**config.mk**
```make
export PLATFORM = sky130hd
export DESIGN_NAME = dma_chain_engine
export DESIGN_NICKNAME = d
export VERILOG_FILES = /design/src/rtl/dma_pkg.sv /design/src/rtl/dma_desc_latch.sv /design/src/rtl/dma_addr_unit.sv /design/src/rtl/dma_row_counter.sv /design/src/rtl/dma_chain_engine.sv
export SDC_FILE = /design/constraint.sdc
export NUM_CORES = 1
export LEC_CHECK = 0
export BUFFER_PORTS_ARGS = -buffer_cell sky130_fd_sc_hd__buf_2
export CAP_MARGIN = 20
export CORE_UTILIZATION = 61
export CTS_BUF_LIST = sky130_fd_sc_hd__clkbuf_4 sky130_fd_sc_hd__clkbuf_8
export DETAILED_ROUTE_END_ITERATION = 10
export HOLD_SLACK_MARGIN = 0.05
export PLACE_DENSITY = 0.89
export SKIP_LAST_GASP = 1
export SLEW_MARGIN = 20
export SYNTH_ARGS = -nofsm -noshare
export SYNTH_HDL_FRONTEND = slang
export SYNTH_SLANG_ARGS = --single-unit
```
**constraint.sdc**
```tcl
create_clock -name clk -period 3.9 [get_ports clk]
set_input_delay 0.78 -clock clk [delete_from_list [all_inputs] [get_ports clk]]
set_output_delay 0.78 -clock clk [all_outputs]
set_load 0.05 [all_outputs]
```
**src/rtl/dma_pkg.sv**
```systemverilog
`timescale 1ns/1ps
package dma_pkg;
    localparam int WORD_W     = 32;
    localparam int DESC_WORDS = 6;
    localparam int IDX_W      = 3;
    localparam int BYTES_W    = 16;
    localparam int ROWS_W     = 14;
    localparam int STRIDE_W   = 16;

    // control word bit positions
    localparam int CB_IRQ_EN = 0;
    localparam int CB_BLOCK  = 1;
    localparam int CB_DINC   = 4;
    localparam int CB_DSKIP  = 7;
    localparam int CB_SINC   = 8;
    localparam int CB_SSKIP  = 11;

    // descriptor word slots
    localparam int SLOT_CTL  = 0;
    localparam int SLOT_SRC  = 1;
    localparam int SLOT_DST  = 2;
    localparam int SLOT_LEN  = 3;
    localparam int SLOT_STR  = 4;
    localparam int SLOT_LINK = 5;

    typedef enum logic [2:0] {
        ST_IDLE, ST_FETCH, ST_SETUP, ST_READ, ST_WRITE, ST_ROWADV, ST_DONE
    } dma_state_e;
endpackage

```
**src/rtl/dma_desc_latch.sv**
```systemverilog
`timescale 1ns/1ps
module dma_desc_latch
    import dma_pkg::*;
#(
    parameter int NWORDS = DESC_WORDS
) (
    input  logic              clk,
    input  logic              rst_n,
    input  logic              capture,
    input  logic [IDX_W-1:0]  idx,
    input  logic [WORD_W-1:0] word_in,
    output logic [WORD_W-1:0] words [NWORDS]
);
    for (genvar gi = 0; gi < NWORDS; gi++) begin : g_slot
        always_ff @(posedge clk or negedge rst_n) begin
            if (!rst_n)
                words[gi] <= '0;
            else if (capture && (idx == IDX_W'(gi)))
                words[gi] <= word_in;
        end
    end
endmodule

```
**src/rtl/dma_addr_unit.sv**
```systemverilog
`timescale 1ns/1ps
module dma_addr_unit
    import dma_pkg::*;
#(
    parameter int AW     = 32,
    parameter int NLANES = 2
) (
    input  logic                clk,
    input  logic                rst_n,
    input  logic                load     [NLANES],
    input  logic [AW-1:0]       load_val [NLANES],
    input  logic                step     [NLANES],
    input  logic                jump     [NLANES],
    input  logic [STRIDE_W-1:0] stride   [NLANES],
    output logic [AW-1:0]       addr     [NLANES]
);
    localparam logic [AW-1:0] WORD_STEP = AW'(WORD_W / 8);

    for (genvar gl = 0; gl < NLANES; gl++) begin : g_lane
        logic [AW-1:0] jump_amt;
        assign jump_amt = {{(AW-STRIDE_W){stride[gl][STRIDE_W-1]}}, stride[gl]};

        always_ff @(posedge clk or negedge rst_n) begin
            if (!rst_n)
                addr[gl] <= '0;
            else if (load[gl])
                addr[gl] <= load_val[gl];
            else if (jump[gl])
                addr[gl] <= addr[gl] + jump_amt;
            else if (step[gl])
                addr[gl] <= addr[gl] + WORD_STEP;
        end


        step_adv_chk: assert property (@(posedge clk) disable iff (!rst_n)
            (step[gl] && !load[gl] && !jump[gl]) |=> (addr[gl] == $past(addr[gl]) + WORD_STEP));
    end
endmodule

```
**src/rtl/dma_row_counter.sv**
```systemverilog
`timescale 1ns/1ps
module dma_row_counter
    import dma_pkg::*;
(
    input  logic              clk,
    input  logic              rst_n,
    input  logic              load,
    input  logic              block_mode,
    input  logic [WORD_W-1:0] len_word,
    input  logic              beat,
    input  logic              next_row,
    output logic              rem_zero,
    output logic              rem_last,
    output logic              last_row,
    output logic [WORD_W-1:0] live_len
);
    localparam int RL_W = ROWS_W + 1;
    localparam logic [WORD_W-1:0] BEAT_BYTES = WORD_W'(WORD_W / 8);

    logic [WORD_W-1:0] row_bytes_q, rem_q, bytes_raw, rem_dec;
    logic [RL_W-1:0]   rows_q, rows_ld;
    logic              mode_q;

    assign bytes_raw = block_mode ? {{(WORD_W-BYTES_W){1'b0}}, len_word[BYTES_W-1:0]} : len_word;
    assign rows_ld   = block_mode ? (RL_W'(len_word[BYTES_W+ROWS_W-1:BYTES_W]) + RL_W'(1)) : RL_W'(1);
    assign rem_dec   = rem_q - BEAT_BYTES;

    always_ff @(posedge clk or negedge rst_n) begin
        if (!rst_n) begin
            row_bytes_q <= '0;
            rem_q       <= '0;
            rows_q      <= '0;
            mode_q      <= 1'b0;
            live_len    <= '0;
        end else if (load) begin
            row_bytes_q <= {bytes_raw[WORD_W-1:2], 2'b00};
            rem_q       <= {bytes_raw[WORD_W-1:2], 2'b00};
            rows_q      <= rows_ld;
            mode_q      <= block_mode;
            live_len    <= len_word;
        end else if (beat) begin
            rem_q    <= rem_dec;
            live_len <= mode_q ? {{(WORD_W-BYTES_W-RL_W){1'b0}}, rows_q, rem_dec[BYTES_W-1:0]}
                               : rem_dec;
        end else if (next_row) begin
            rows_q <= rows_q - RL_W'(1);
            rem_q  <= row_bytes_q;
        end
    end

    assign rem_zero = (rem_q == '0);
    assign rem_last = (rem_q == BEAT_BYTES);
    assign last_row = (rows_q == RL_W'(1));


    no_underflow_chk: assert property (@(posedge clk) disable iff (!rst_n)
        beat |-> !rem_zero);

    row_bound_chk: assert property (@(posedge clk) disable iff (!rst_n)
        next_row |-> !last_row);
endmodule

```
**src/rtl/dma_chain_engine.sv**
```systemverilog
`timescale 1ns/1ps
module dma_chain_engine
    import dma_pkg::*;
#(
    parameter int AW = 32
) (
    input  logic              clk,
    input  logic              rst_n,
    input  logic              chan_en,
    input  logic              start,
    input  logic [AW-1:0]     start_addr,
    input  logic              clr_end,
    input  logic              clr_int,
    output logic              mem_req,
    output logic              mem_we,
    output logic [AW-1:0]     mem_addr,
    output logic [WORD_W-1:0] mem_wdata,
    input  logic              mem_ack,
    input  logic [WORD_W-1:0] mem_rdata,
    output logic              active,
    output logic              paused,
    output logic              end_flag,
    output logic              irq,
    output logic [AW-1:0]     cur_desc,
    output logic [AW-1:0]     live_src,
    output logic [AW-1:0]     live_dst,
    output logic [WORD_W-1:0] live_len
);
    localparam int LANE_SRC = 0;
    localparam int LANE_DST = 1;
    localparam logic [IDX_W-1:0] LAST_IDX = IDX_W'(DESC_WORDS - 1);

    dma_state_e        state, state_nx;
    logic [IDX_W-1:0]  fidx;
    logic [WORD_W-1:0] data_q;
    logic [WORD_W-1:0] dw [DESC_WORDS];

    // control strobes produced by the output process
    logic cap, ctr_load, beat, next_row, rd_done, go, stop;
    logic rem_zero, rem_last, last_row;
    logic              a_load [2];
    logic [AW-1:0]     a_val  [2];
    logic              a_step [2];
    logic              a_jump [2];
    logic [STRIDE_W-1:0] a_str [2];
    logic [AW-1:0]     a_addr [2];

    logic [WORD_W-1:0] ctl;
    logic              s_skip, d_skip;
    assign ctl    = dw[SLOT_CTL];
    assign s_skip = ctl[CB_SSKIP];
    assign d_skip = ctl[CB_DSKIP];

    // ---------------- next-state logic ----------------
    always_comb begin
        state_nx = state;
        unique case (state)
            ST_IDLE:   if (go) state_nx = ST_FETCH;
            ST_FETCH:  if (mem_ack && fidx == LAST_IDX) state_nx = ST_SETUP;
            ST_SETUP:  state_nx = rem_zero ? ST_DONE : ST_READ;
            ST_READ:   if (rd_done) state_nx = ST_WRITE;
            ST_WRITE:  if (beat) begin
                           if (!rem_last)     state_nx = ST_READ;
                           else if (last_row) state_nx = ST_DONE;
                           else               state_nx = ST_ROWADV;
                       end
            ST_ROWADV: state_nx = ST_READ;
            ST_DONE:   state_nx = stop ? ST_IDLE : ST_FETCH;
            default:   state_nx = ST_IDLE;
        endcase
    end

    // ---------------- state register ----------------
    always_ff @(posedge clk or negedge rst_n) begin
        if (!rst_n) begin
            state    <= ST_IDLE;
            fidx     <= '0;
            data_q   <= '0;
            cur_desc <= '0;
            active   <= 1'b0;
            paused   <= 1'b0;
            end_flag <= 1'b0;
            irq      <= 1'b0;
        end else begin
            state <= state_nx;
            if (state_nx == ST_FETCH && state != ST_FETCH) fidx <= '0;
            else if (cap)                                  fidx <= fidx + IDX_W'(1);
            if (state == ST_READ && rd_done) data_q <= s_skip ? '0 : mem_rdata;
            if (state == ST_IDLE && start && chan_en) begin
                cur_desc <= start_addr;
                active   <= (start_addr != '0);
                paused   <= (start_addr == '0);
            end
            if (state == ST_DONE) begin
                cur_desc <= dw[SLOT_LINK][AW-1:0];
                if (stop) begin
                    active <= 1'b0;
                    paused <= 1'b1;
                end
            end
            if (state == ST_DONE)              end_flag <= 1'b1;
            else if (clr_end)                  end_flag <= 1'b0;
            if (state == ST_DONE && ctl[CB_IRQ_EN]) irq <= 1'b1;
            else if (clr_int)                       irq <= 1'b0;
        end
    end

    // ---------------- outputs and strobes ----------------
    always_comb begin
        mem_req   = 1'b0;
        mem_we    = 1'b0;
        mem_addr  = '0;
        mem_wdata = data_q;
        go        = start && chan_en && (start_addr != '0);
        stop      = (dw[SLOT_LINK][AW-1:0] == '0) || !chan_en;
        rd_done   = 1'b0;
        beat      = 1'b0;
        next_row  = 1'b0;
        unique case (state)
            ST_FETCH: begin
                mem_req  = 1'b1;
                mem_addr = cur_desc + {{(AW-IDX_W-2){1'b0}}, fidx, 2'b00};
            end
            ST_READ: begin
                mem_req  = !s_skip;
                mem_addr = a_addr[LANE_SRC];
                rd_done  = s_skip || mem_ack;
            end
            ST_WRITE: begin
                mem_req  = !d_skip;
                mem_we   = !d_skip;
                mem_addr = a_addr[LANE_DST];
                beat     = d_skip || mem_ack;
            end
            ST_ROWADV: next_row = 1'b1;
            default: ;
        endcase
        cap      = (state == ST_FETCH) && mem_ack;
        ctr_load = cap && (fidx == LAST_IDX);

        a_load[LANE_SRC] = ctr_load;
        a_load[LANE_DST] = ctr_load;
        a_val[LANE_SRC]  = dw[SLOT_SRC][AW-1:0];
        a_val[LANE_DST]  = dw[SLOT_DST][AW-1:0];
        a_step[LANE_SRC] = (state == ST_READ) && rd_done && ctl[CB_SINC];
        a_step[LANE_DST] = beat && ctl[CB_DINC];
        a_jump[LANE_SRC] = next_row;
        a_jump[LANE_DST] = next_row;
        a_str[LANE_SRC]  = ctl[CB_BLOCK] ? dw[SLOT_STR][STRIDE_W-1:0] : '0;
        a_str[LANE_DST]  = ctl[CB_BLOCK] ? dw[SLOT_STR][2*STRIDE_W-1:STRIDE_W] : '0;
    end

    dma_desc_latch #(.NWORDS(DESC_WORDS)) u_desc (
        .clk     (clk),
        .rst_n   (rst_n),
        .capture (cap),
        .idx     (fidx),
        .word_in (mem_rdata),
        .words   (dw)
    );

    dma_addr_unit #(.AW(AW), .NLANES(2)) u_addr (
        .clk      (clk),
        .rst_n    (rst_n),
        .load     (a_load),
        .load_val (a_val),
        .step     (a_step),
        .jump     (a_jump),
        .stride   (a_str),
        .addr     (a_addr)
    );

    // the length word is already captured when the last descriptor word arrives
    dma_row_counter u_rows (
        .clk        (clk),
        .rst_n      (rst_n),
        .load       (ctr_load),
        .block_mode (ctl[CB_BLOCK]),
        .len_word   (dw[SLOT_LEN]),
        .beat       (beat),
        .next_row   (next_row),
        .rem_zero   (rem_zero),
        .rem_last   (rem_last),
        .last_row   (last_row),
        .live_len   (live_len)
    );

    assign live_src = a_addr[LANE_SRC];
    assign live_dst = a_addr[LANE_DST];


    held_req_chk: assert property (@(posedge clk) disable iff (!rst_n)
        (mem_req && !mem_ack) |=> (mem_req && $stable(mem_addr) && $stable(mem_we)));

    run_pause_excl_chk: assert property (@(posedge clk) disable iff (!rst_n)
        !(active && paused));

    idle_quiet_chk: assert property (@(posedge clk) disable iff (!rst_n)
        !active |-> !mem_req);

    irq_with_end_chk: assert property (@(posedge clk) disable iff (!rst_n)
        $rose(irq) |-> end_flag);
endmodule

```
Yosys cells after proc, flatten, opt, wreduce, memory -nomap -nowiden
Cells that the tools add are included.
- bits in registers: 420
- latch bits: 0
- bits in writable memories: 0
- bits in read-only memories: 0
- bits of input ports: 71
- memories: 0
- add/sub/neg operators: 9
- $mul: 0
- div/mod/pow operators: 0
- order comparisons: 0
- equality and inequality tests: 16
- shift-type cells: 0
- mux-type cells: 49
- bitwise gates (word level): 0
- reduce and logical (&&, ||, !) cells: 39
- operators by type and width (cell ; count):
    $mux W32 ; 16
    $logic_not A32 Y1 ; 3
    $pmux W32 S3 ; 1
    $add A32 B3 Y32 const B ; 2
    $add A32 B32 Y32 ; 2
    $mux W15 ; 4
    $add A32 B5 Y32 ; 1
    $eq A32 B3 Y1 const B ; 1
    $mux W16 ; 2
    $reduce_bool A32 Y1 ; 1
    $sub A32 B3 Y32 const B ; 1
    $mux W3 ; 8
    $pmux W3 S7 ; 1
    $logic_and A1 B1 Y1 ; 17
    $add A14 B1 Y15 const B ; 1
    $eq A15 B1 Y1 const B ; 1
    $eq A3 B3 Y1 const B ; 5
    $mux W1 ; 15
    $sub A15 B1 Y15 const B ; 1
    $eq A3 B2 Y1 const B ; 4
    $reduce_bool A2 Y1 ; 6
    $eq A3 B1 Y1 const B ; 3
    $reduce_bool A3 Y1 ; 3
    $logic_not A3 Y1 ; 2
    other kinds (8) ; 12

Longest topological paths before layout
- depth in word-level cells: 8
- mapped depth: 13

By module
Synthesis repeated with hierarchy kept, for this count alone.
- cell total of the unflattened synthesis: 2617
- area total of the unflattened synthesis: 25819.8 µm²
- by module, submodules not included (module ; instances ; cells an instance ; area an instance (µm²) ; sequential area each (µm²)):
    dma_addr_unit ; 1 ; 992 ; 7536.0 ; 1601.5
    dma_desc_latch ; 1 ; 412 ; 7229.4 ; 4804.6
    dma_row_counter ; 1 ; 681 ; 6097.1 ; 2702.6
    dma_chain_engine ; 1 ; 532 ; 4957.3 ; 1851.8

Worst setup path before layout
No wires, ideal clock.
- path kind: register to output
- start point: reg cur_desc[3]
- end point: out mem_addr[29]
- arrival: 3.623 ns
- data required time: 3.120 ns
- path slack: -0.503 ns
- cell stages (with the launch flop): 10
- path buffers: 0
- cell sequence: dfrtp_1 -> ha_1 -> a21o_1 -> a21oi_1 -> nor4_1 -> nand4_1 -> nor2_1 -> nand3_1 -> xor2_1 -> o21ai_0
- longest elaborated chain between the ends: 2
- ends and longest elaborated chain (element ; RTL line ; text):
    start, declared ; dma_chain_engine.sv:24 ; output logic [AW-1:0] cur_desc,
    start signal, assigned ; dma_chain_engine.sv:90 ; cur_desc <= start_addr;
    start signal, assigned ; dma_chain_engine.sv:95 ; cur_desc <= dw[SLOT_LINK][AW-1:0];
    $add A32 B5 Y32 ; dma_chain_engine.sv:122 ; mem_addr = cur_desc + {{(AW-IDX_W-2){1'b0}}, fidx, 2'b00};
    $pmux W32 S3 ; dma_chain_engine.sv:119 ; unique case (state)
    end, declared ; dma_chain_engine.sv:16 ; output logic [AW-1:0] mem_addr,
No other way between the ends.

Worst setup path after layout
- start point: reg cur_desc[2]
- end point: out mem_addr[30]
The elaborated chain is that of the path after synthesis.

==> metrics.cfg <==
[status]
outcome = complete, no violations

[worst_hold_path]
hold_class = in2async

[timing]
period_share = 0.9952
rsz0062_at_grt = true
fmax_mhz = 257.7
slew_violations = 0
setup_viol = 0
setup_ws_ns = 0.01879
whs_ns = 0.1310
hold_viol_final = 0
layout_min_cycle_time_ns = 3.881
tightest_slew_ns = 1.012
finClkSkew_ns = 0.02890
relSlewSlack = 0.3251
fin_setup_tns_ns = 0

[power_and_ir_drop]
cellInternalPower_w = 0.01315
power.leakage_nw = 12.92
power_frac_comb = 0.514
clockPowerShare = 0.169
ir_drop_v = 0.0006114
seq_power_share = 0.318
swShare = 0.5004
switchingPower_w = 0.01317
p_per_area_mw_per_mm2 = 948.0

[routing]
drc_errors = 0
ant_nets = 0
firstDrtPassIters = 6
drt-initial-drc-count = 2368
detail_route.wirelength_mm = 82.68
vias = 22730
drt-vias-per-instance = 6.608
routedWlPerCell_um = 24.04

[critical_path]
crit_path_end_kind = output pin
critPathKind = reg2out
start_kind = flop
r2r_slack_ns = 0.30
worstPathMaxFanout = 3
worstPathRequired_ns = 3.12
worstPathArrival_ns = 3.10

[clock_tree]
clock_latency_ns = 0.63
clock_path_buffers = 3
path_clk_slew_ns = 0.06
cts_tree = done
cts_made_buffers = 73
clock_sinks = 412
clock-root-buffer = clkbuf_8
h-tree-depth = 3
holdBufCountCts = 0

[floorplan]
pin_count = 269
die_w_um = 199.9
die_area_mm2 = 0.03994
die_h_um = 199.9
coreArea_mm2 = 0.03865
row_count = 72
start_util = 0.6179

[synth]
ys_ff_latch = 412
synth_edf_count = 0
synthCells = 2586
syn_nets = 2738
async_flop_share = 1.000
postSynthAreaPerCell_um2 = 9.234
yosysSeqAreaShare = 0.4318
yosys_warnings = 0
synth_area_mm2 = 0.02388
ys_types = 74
ys.flop_type = dfrtp_1

[finish]
fin_nets = 3017
syn2layout_area_growth_pct = 16.25
drive_gt1_frac = 0.2271
stdcell_count = 3440
num-fill-cells = 2754

[place]
dp_hpwl_mm = 57.30
gp_congestion = 1.004
dpl_worst_slack_ns = -0.1716
portBuffers = 268
dp_cells = 3299

[global_route]
grt_pass1_vias = 22209
antenna_found_initial = 8
overflow = 0
grt_usage = 0.4160
grt_pass1_wl_mm = 125.4
grt_max_degree = 96

[job]
drv_cap = 0

-- critical path, cell delays in order, from the launching register on --
cell     delay [ns]
dfrtp_1        0.38
ha_1           0.21
fa_2           0.22
a21o_1         0.20
nor4b_4        0.32
and3_4         0.25
nand2_1        0.11
nor2_2         0.15
nand4_1        0.13
xor2_1         0.19
o21ai_2        0.14
buf_6          0.18
-- cell usage after synthesis (13+ instances only) --
cell        n  area share
dfrtp_1   412        0.43
nand2_1   405       0.064
o21ai_0   211       0.044
nor2_1    156       0.025
a21oi_1   155       0.032
mux2_2    132       0.062
clkbuf_1  113       0.018
xnor2_1    91       0.033
ha_1       78       0.041
nand3_1    72       0.015
xor2_1     66       0.024
mux2i_1    50       0.021
a22oi_1    46       0.014
nor3_1     42      0.0088
and2_1     39       0.010
a22o_1     38       0.014
nand4_1    35      0.0092
inv_1      34      0.0053
a21o_1     31      0.0097
o22ai_1    29      0.0076
a31oi_1    28      0.0073
nor4_1     26      0.0068
a211oi_1   24      0.0075
and3_1     23      0.0060
buf_1      23      0.0036
o211ai_1   15      0.0047
nand3b_1   14      0.0044
o21a_1     13      0.0041
or3_1      13      0.0034
-- layer usage --
layer,up-vias,part of all wire,GRT usage
li1,9932,-,-
met1,10988,0.37,0.5109
met2,1418,0.45,0.6480
met3,384,0.10,0.09224
met4,8,0.079,0.3062
met5,-,0.00062,0
-- path summary, 6_finish.rpt --
| kind | from | end | cells past startpoint |
|---|---|---|---|
| max in group asynchronous | rst_n | u_addr.addr[19] | 2 |
| max reg2reg | u_desc.words[161] | u_addr.addr[22] | 11 |
| min | rst_n | cur_desc[29] | 1 |
| min in group clk | clr_int | irq | 2 |
| min reg2reg | u_rows.row_bytes_q[16] | u_rows.row_bytes_q[16] | 2 |
| max | cur_desc[2] | mem_addr[30] | 11 |
-- power groups by stage --
stage                     clock network (W)  registers, W  logic, W
after floorplan                           0        0.0102   0.00727
after global placement                    0       0.00816    0.0128
after detailed placement                  0       0.00828    0.0131
after CTS                           0.00446       0.00822    0.0132
after global routing                0.00465       0.00854    0.0144
final                               0.00444       0.00836    0.0135
-- state kept, by name (all words and copies together), names as in the netlist --
| name | count |
|---|---|
| irq | 1 |
| u_rows.row_bytes_q | 30 |
| cur_desc | 32 |
| u_rows.rows_q | 15 |
| fidx | 3 |
| paused | 1 |
| u_rows.mode_q | 1 |
| active | 1 |
| mem_wdata | 32 |
| end_flag | 1 |
| u_addr.addr | 64 |
| u_rows.live_len | 32 |
| u_desc.words | 166 |
| u_rows.rem_q | 30 |
| state | 3 |
-- kinds of logic after synthesis --
group	share of synthesized area
AOI/OAI and AO/OA	0.1821
DFF	0.4318
adders and majority gates	0.04339
and+or+nand+nor	0.1737
xor gates and xnor gates	0.05758
buffers and inverters	0.02735
muxes	0.08415
-- repair_timing --
action	CTS	global route
pin swaps	1	7
setup endpoints to repair	11	12
setup buffers	3	6
resized for setup	8	20
-- cells in the final DEF, fill, tap and decap left out, types with 28 or more instances in the layout --
master    netlist  layout
nand2_1       405     404
a22oi_1        46      46
o21ai_0       211     197
a22o_1         38      38
nand3_1        72      72
dfrtp_1       412     409
nand4_1        35      35
a21o_1         31      31
buf_2           3     260
buf_4           0      71
ha_1           78      76
a21oi_1       155     154
mux2i_1        50      50
xor2_1         66      66
clkbuf_8        0      91
inv_1          34      34
nor2_1        156     147
o22ai_1        29      29
mux2_2        132     132
and2_1         39      38
a31oi_1        28      28
nor3_1         42      42
xnor2_1        91      90
-- per-stage QoR --
| step | power, W | util | cell area, µm² |
|---|---|---|---|
| floorplan | 0.01746 | - | 23880 |
| global placement | 0.02096 | 0.6717 | 25960 |
| detailed placement | 0.02138 | 0.6717 | 25960 |
| CTS | 0.02592 | 0.7147 | 27620 |
| global route | 0.02763 | 0.7183 | 27760 |
| finish | 0.02632 | 0.7183 | 27760 |
-- final cells by class --
type	count	area [µm²]	share of cell area
Multi-Input combinational cell	2001	13060	0.4703
Sequential cell	412	10310	0.3715
Timing Repair Buffer	343	2006	0.07225
Clock buffer	111	1403	0.05053
Tap cell	518	648.1	0.02335
Clock inverter	19	202.7	0.007302
Inverter	34	127.6	0.004597
Antenna cell	2	5.005	0.0001803
Note: power is estimated with default switching activity, not from simulation.
